===== src/rtl/lane_steer_pkg.sv =====
package lane_steer_pkg;

  localparam int CFG_W      = 32;
  localparam int SRC_W      = 2;
  localparam int SKEW_W     = 3;
  localparam int ENABLE_BIT = 0;

  // Per-lane strobes handed from the control decode to the datapath.
  typedef struct packed {
    logic [SRC_W-1:0]  src;
    logic [SKEW_W-1:0] skew;
    logic              swap;
    logic              invert;
  } laneCtrl_t;

  // Field placement inside the configuration word; the layout holds three lanes.
  function automatic int srcLsb(input int lane);
    return 24 + SRC_W * lane;
  endfunction

  function automatic int skewLsb(input int lane);
    return 12 + 4 * lane;
  endfunction

  function automatic int swapBit(input int lane);
    return 8 + lane;
  endfunction

  function automatic int invertBit(input int lane);
    return 4 + lane;
  endfunction

  function automatic logic [CFG_W-1:0] usedMask(input int lanes);
    logic [CFG_W-1:0] m;
    m = '0;
    m[ENABLE_BIT] = 1'b1;
    for (int k = 0; k < lanes; k++) begin
      for (int b = 0; b < SRC_W; b++)  m[srcLsb(k) + b]  = 1'b1;
      for (int b = 0; b < SKEW_W; b++) m[skewLsb(k) + b] = 1'b1;
      m[swapBit(k)]   = 1'b1;
      m[invertBit(k)] = 1'b1;
    end
    return m;
  endfunction

endpackage


===== src/rtl/lane_steer_ctrl.sv =====
module lane_steer_ctrl
  import lane_steer_pkg::*;
#(
  parameter int LANES = 3
) (
  input  logic [CFG_W-1:0] cfgWord,
  input  logic             inValid,
  output laneCtrl_t        laneCtrl [LANES],
  output logic             shiftEn
);

  localparam logic [CFG_W-1:0] USED = usedMask(LANES);

  logic enable;
  logic unusedCfg;

  assign enable    = cfgWord[ENABLE_BIT];
  assign shiftEn   = inValid;
  assign unusedCfg = ^(cfgWord & ~USED);

  for (genvar k = 0; k < LANES; k++) begin : g_lane
    localparam int SRC_LSB  = srcLsb(k);
    localparam int SKEW_LSB = skewLsb(k);
    localparam int SWAP_IDX = swapBit(k);
    localparam int INV_IDX  = invertBit(k);

    always_comb begin
      if (enable) begin
        laneCtrl[k].src    = cfgWord[SRC_LSB +: SRC_W];
        laneCtrl[k].skew   = cfgWord[SKEW_LSB +: SKEW_W];
        laneCtrl[k].swap   = cfgWord[SWAP_IDX];
        laneCtrl[k].invert = cfgWord[INV_IDX];
      end else begin
        // Neutral mapping: own lane, no delay, no transform.
        laneCtrl[k].src    = SRC_W'(k);
        laneCtrl[k].skew   = '0;
        laneCtrl[k].swap   = 1'b0;
        laneCtrl[k].invert = 1'b0;
      end
    end
  end

endmodule


===== src/rtl/lane_steer_datapath.sv =====
module lane_steer_datapath
  import lane_steer_pkg::*;
#(
  parameter int LANES  = 3,
  parameter int WORD_W = 10
) (
  input  logic                    clk,
  input  logic                    rstN,
  input  logic                    shiftEn,
  input  laneCtrl_t               laneCtrl [LANES],
  input  logic [LANES*WORD_W-1:0] inWords,
  output logic [LANES*WORD_W-1:0] outWords,
  output logic                    outValid
);

  localparam int HIST_D = (1 << SKEW_W) - 1;

  logic [WORD_W-1:0] inLane [LANES];

  for (genvar j = 0; j < LANES; j++) begin : g_in
    assign inLane[j] = inWords[j*WORD_W +: WORD_W];
  end

  always_ff @(posedge clk or negedge rstN) begin
    if (!rstN) outValid <= 1'b0;
    else       outValid <= shiftEn;
  end

  for (genvar k = 0; k < LANES; k++) begin : g_lane
    logic [WORD_W-1:0] picked;
    logic [WORD_W-1:0] delayed;
    logic [WORD_W-1:0] swapped;
    logic [WORD_W-1:0] finalWord;
    logic [WORD_W-1:0] outReg;
    logic [WORD_W-1:0] hist [HIST_D];

    // Source select; out-of-range codes yield a null word.
    always_comb begin
      picked = '0;
      for (int j = 0; j < LANES; j++) begin
        if (int'(laneCtrl[k].src) == j) picked = inLane[j];
      end
    end

    always_comb begin
      if (laneCtrl[k].skew == '0) delayed = picked;
      else                        delayed = hist[laneCtrl[k].skew - 1'b1];
    end

    always_comb begin
      for (int b = 0; b < WORD_W; b++) begin
        swapped[b] = laneCtrl[k].swap ? delayed[WORD_W-1-b] : delayed[b];
      end
    end

    assign finalWord = swapped ^ {WORD_W{laneCtrl[k].invert}};

    always_ff @(posedge clk or negedge rstN) begin
      if (!rstN) begin
        outReg <= '0;
        for (int i = 0; i < HIST_D; i++) hist[i] <= '0;
      end else if (shiftEn) begin
        outReg  <= finalWord;
        hist[0] <= picked;
        for (int i = 1; i < HIST_D; i++) hist[i] <= hist[i-1];
      end
    end

    assign outWords[k*WORD_W +: WORD_W] = outReg;

    AST_NULL_SOURCE: assert property (@(posedge clk) disable iff (!rstN)
      ($past(rstN) && $past(shiftEn) && (int'($past(laneCtrl[k].src)) >= LANES)
        && ($past(laneCtrl[k].skew) == '0))
      |-> (outReg == {WORD_W{$past(laneCtrl[k].invert)}}));

    AST_DIRECT_STEER: assert property (@(posedge clk) disable iff (!rstN)
      ($past(rstN) && $past(shiftEn) && (int'($past(laneCtrl[k].src)) < LANES)
        && ($past(laneCtrl[k].skew) == '0) && !$past(laneCtrl[k].swap)
        && !$past(laneCtrl[k].invert))
      |-> (outReg == $past(inLane[laneCtrl[k].src])));
  end

endmodule


===== src/rtl/lane_steer_switch.sv =====
module lane_steer_switch
  import lane_steer_pkg::*;
#(
  parameter int LANES  = 3,
  parameter int WORD_W = 10
) (
  input  logic                    clk,
  input  logic                    rstN,
  input  logic [CFG_W-1:0]        cfgWord,
  input  logic                    inValid,
  input  logic [LANES*WORD_W-1:0] inData,
  output logic                    outValid,
  output logic [LANES*WORD_W-1:0] outData
);

  laneCtrl_t laneCtrl [LANES];
  logic      shiftEn;

  lane_steer_ctrl #(.LANES(LANES)) u_ctrl (
    .cfgWord  (cfgWord),
    .inValid  (inValid),
    .laneCtrl (laneCtrl),
    .shiftEn  (shiftEn)
  );

  lane_steer_datapath #(.LANES(LANES), .WORD_W(WORD_W)) u_path (
    .clk      (clk),
    .rstN     (rstN),
    .shiftEn  (shiftEn),
    .laneCtrl (laneCtrl),
    .inWords  (inData),
    .outWords (outData),
    .outValid (outValid)
  );

  AST_VALID_FOLLOWS: assert property (@(posedge clk) disable iff (!rstN)
    $past(rstN) |-> (outValid == $past(inValid)));

  AST_IDLE_HOLD: assert property (@(posedge clk) disable iff (!rstN)
    ($past(rstN) && !$past(inValid)) |-> $stable(outData));

  AST_RESET_CLEAR: assert property (@(posedge clk) disable iff (!rstN)
    !$past(rstN) |-> ((outData == '0) && !outValid));

  for (genvar k = 0; k < LANES; k++) begin : g_chk
    AST_PASS_THROUGH: assert property (@(posedge clk) disable iff (!rstN)
      ($past(rstN) && $past(inValid) && !$past(cfgWord[ENABLE_BIT]))
      |-> (outData[k*WORD_W +: WORD_W] == $past(inData[k*WORD_W +: WORD_W])));
  end

endmodule


===== config.mk =====
export PLATFORM = sky130hd
export DESIGN_NAME = lane_steer_switch
export DESIGN_NICKNAME = d
export VERILOG_FILES = /design/src/rtl/lane_steer_pkg.sv /design/src/rtl/lane_steer_ctrl.sv /design/src/rtl/lane_steer_datapath.sv /design/src/rtl/lane_steer_switch.sv
export SDC_FILE = /design/constraint.sdc
export NUM_CORES = 1
export LEC_CHECK = 0
export ABC_AREA = 1
export BUFFER_PORTS_ARGS = -buffer_cell sky130_fd_sc_hd__buf_4
export CORE_MARGIN = 2
export CORE_UTILIZATION = 25
export CTS_BUF_LIST = sky130_fd_sc_hd__clkbuf_16
export DETAILED_ROUTE_END_ITERATION = 8
export PLACE_DENSITY_LB_ADDON = 0.15
export RECOVER_POWER = 25
export SYNTH_ARGS = -nofsm -noshare
export SYNTH_HDL_FRONTEND = slang
export SYNTH_SLANG_ARGS = --single-unit

===== constraint.sdc =====
create_clock -name clk -period 3 [get_ports clk]
set_input_delay 0.6 -clock clk [delete_from_list [all_inputs] [get_ports clk]]
set_output_delay 0.6 -clock clk [all_outputs]
set_load 0.05 [all_outputs]

==> run metrics <==
GRT overflow=0; first-pass GRT wire length=around 67000 microns; CTS root buf=clkbuf_16; Avg WL per Cell=between 15 and 20 microns; synthesized area per cell=around 7 sq um; syn nets=1878; R2R Setup Slk=about 1.6 ns; Netlist cell types=21; Std-Cell Rows=83; Core Footprint=about 0.051 sq mm; CP Class=input port to flop; clk_lat worst skew=between 0.5 and 0.6 ns; DRC viols=0; Reg2Reg Depth=10; I/O Pins=96; met1 Track Usage GR=between 20% and 30%; Nets=1931; CTS tree=yes; worst slack, placed=between 0.15 and 0.2 ns; hold_buf cts=0; Relative slew margins=-48.1%; post_cts resized=0; H-tree levels=1; Power, Total=9580 uW; Synth top area share=a little under half; initial antenna violation count=1; critical path arrival=2.64 ns; #FFs+latches synth=roughly 240; vias in the first global route=between 10000 and 15000; crit end category=flop; post-DP HPWL=around 28000 microns; PwrDens=628 mW/mm^2; layout overhead on the synthesized area=18.6%; Final Hold Slack=0.372 ns; worst path cell trace=buf_4, nand2_1, ha_1, buf_4, nand3_1, nand2_1, nand2_1, nand3_1, nand3_1, nand2_1, nand2_1, nand3_1, nand2_1; worst-path maximum fanout=17; peak supply drop=around 0.41 mV; Final WS setup=just over 0.8 ns; Antenna Diode Count=0; Synth area leader=dfrtp_1; register area share after synthesis=around 47%; Hold Vio Cnt, Final=0; fin crit share=between 70% and 80%; Die Width=231 microns; CTS sink cnt=241; Most common cell on crit path=nand2_1; Setup TNS Final=0 ns; Reg clk slew, reported paths=about 0.060 ns; gpl congestion=~0.86; ranking of synthesized cells by area=dfrtp_1 (47%), nand2_1 (19%), nand3_1 (14%); drt initial violations=around 740; GR met2 Demand/Resource=27.2%; CTS buffer count=30; RSZ-0062 raised after global routing=no; startpoint types=input port; final core utilization=between 20% and 30%; CP Data Required Time=around 3.5 ns; clk_skew=0.0214 ns; post-layout min period=roughly 2.2 ns; DRT Pass-1 Iters=5; failing checks=capacitance limit, slew limit; # setup viols final=0; total number of vias=about 12000; Hold Crit Depth=3; Least-Margin Pin Slew=~2.2 ns; post-route ant nets=0; Hold/Removal Path Class=input port to flop; CTS max path bufs=3; Synthesis Warnings=0; Post-Syn Area=~0.013 sq mm; grt peak-use layer=met2; Die ar.=between 0.05 and 0.06 sq mm; WL final=41800 microns; status=finished with violations; Post-CTS Repair Setup Buffers=0; Leak Pwr=between 0.007 and 0.008 uW; IO Port Bufs=85; Starting Density=about 25%; maximum clock frequency=457 MHz; Slew Limit Fails=73; Worst path max stage delay=between 0.4 and 0.5 ns; MaxCap Viol Count=1; pin count of the biggest net entering global routing=97; Total GRT Usage=15.7%; slowest CP cell=ha_1; share of layout cells above drive strength 1=under 10%; chip height=approximately 230 microns; via density per instance=4.65; M3 GR Usage=under 10%; Synth Instances=about 1800
sequential cells by signal, indices dropped and copies added (netlist names):
register,flops
u_path.g_lane.outReg,30
u_path.outValid,1
u_path.g_lane.hist,210
cells by family after synthesis:
family                   count (synthesis)  share of synthesized area, %
AO/OA/AOI/OAI                          271                          10.9
adder cells (fa/ha/maj)                  3                         0.292
buffers and inverters                  261                          7.93
flip-flops                             241                          46.9
AND/OR/NAND/NOR                       1034                          34.0
through the flow:
stage / area (sq um) / std cells
6_report: 15200 / 2567
5_1_grt: 15200 / 2567
3_5_place_dp: 14300 / 2511
4_1_cts: 15300 / 2567
3_3_place_gp: 14300 / 2511
2_1_floorplan: 12900 / 1810
metal layers:
metal,share of wire [%],up-vias
met4,2.0,2
li1,-,5994
met2,49,190
met5,0.029,-
met1,45,5689
met3,3.5,55
cell type report:
class / count / area, sq um
flip-flops and latches: 241 / 6030
clock inverters: 25 / 133
multi-input cells: 1308 / 5810
inverters: 154 / 583
fillers: 5680 / 35800
well taps: 680 / 851
repair buffers: 128 / 1060
clock buffers: 31 / 776
worst max-delay path, delay by kind of cell:
family	cells	cell delay (ns)
and+or+nand+nor	10	1.04
buffers and inverters	2	0.57
adders and majority gates	1	0.42
Yosys cell counts:
library cell,number
nand2_1,651
nand3_1,357
dfrtp_1,241
o21ai_0,216
inv_1,140
clkbuf_1,69
o21ai_1,38
buf_2,29
o211ai_1,15
nand2_2,11
nor2_1,11
buf_1,8
clkinv_1,8
inv_2,6
ha_1,3
a31oi_1,2
buf_4,1
nand2_4,1
nor2_2,1
nor2_4,1
or2_2,1
where the power goes:
part	total (uW)	internal, uW	switching, uW	leakage, uW
Combinational	2150	691	1450	0.00381
Clock	3400	1930	1470	0.000463
Sequential	4030	3730	297	0.00307
Total	9580	6360	3220	0.00734
layout by cell type, fill, tap and decap left out:
master      count
a31oi_1         2
buf_12          8
buf_4         118
bufinv_16       1
clkbuf_16      31
clkbuf_2        1
clkbuf_8        1
clkinv_1       20
clkinv_2        4
clkinvlp_4      2
dfrtp_1       241
ha_1            3
inv_1         145
inv_2           6
inv_6           1
nand2_1       651
nand2_2        11
nand2_4         1
nand3_1       357
nor2_1         11
nor2_2          1
nor2_4          1
o211ai_1       15
o21ai_0       216
o21ai_1        38
or2_2           1
path summary, 6_finish.rpt:
check,from,end
min in group asynchronous,rstN,u_path.g_lane[1].hist[6]$_DFFE_PN0P_
setup / recovery,cfgWord[0],u_path.g_lane[0].outReg[9]$_DFFE_PN0P_
max in group asynchronous,rstN,u_path.g_lane[1].outReg[0]$_DFFE_PN0P_
hold / removal,inData[22],u_path.g_lane[1].hist[62]$_DFFE_PN0P_
setup reg to reg,u_path.g_lane[2].hist[63]$_DFFE_PN0P_,u_path.g_lane[2].outReg[6]$_DFFE_PN0P_
hold reg to reg,u_path.g_lane[2].hist[48]$_DFFE_PN0P_,u_path.g_lane[2].hist[38]$_DFFE_PN0P_
No activity file was read; power rests on OpenSTA's default activity.
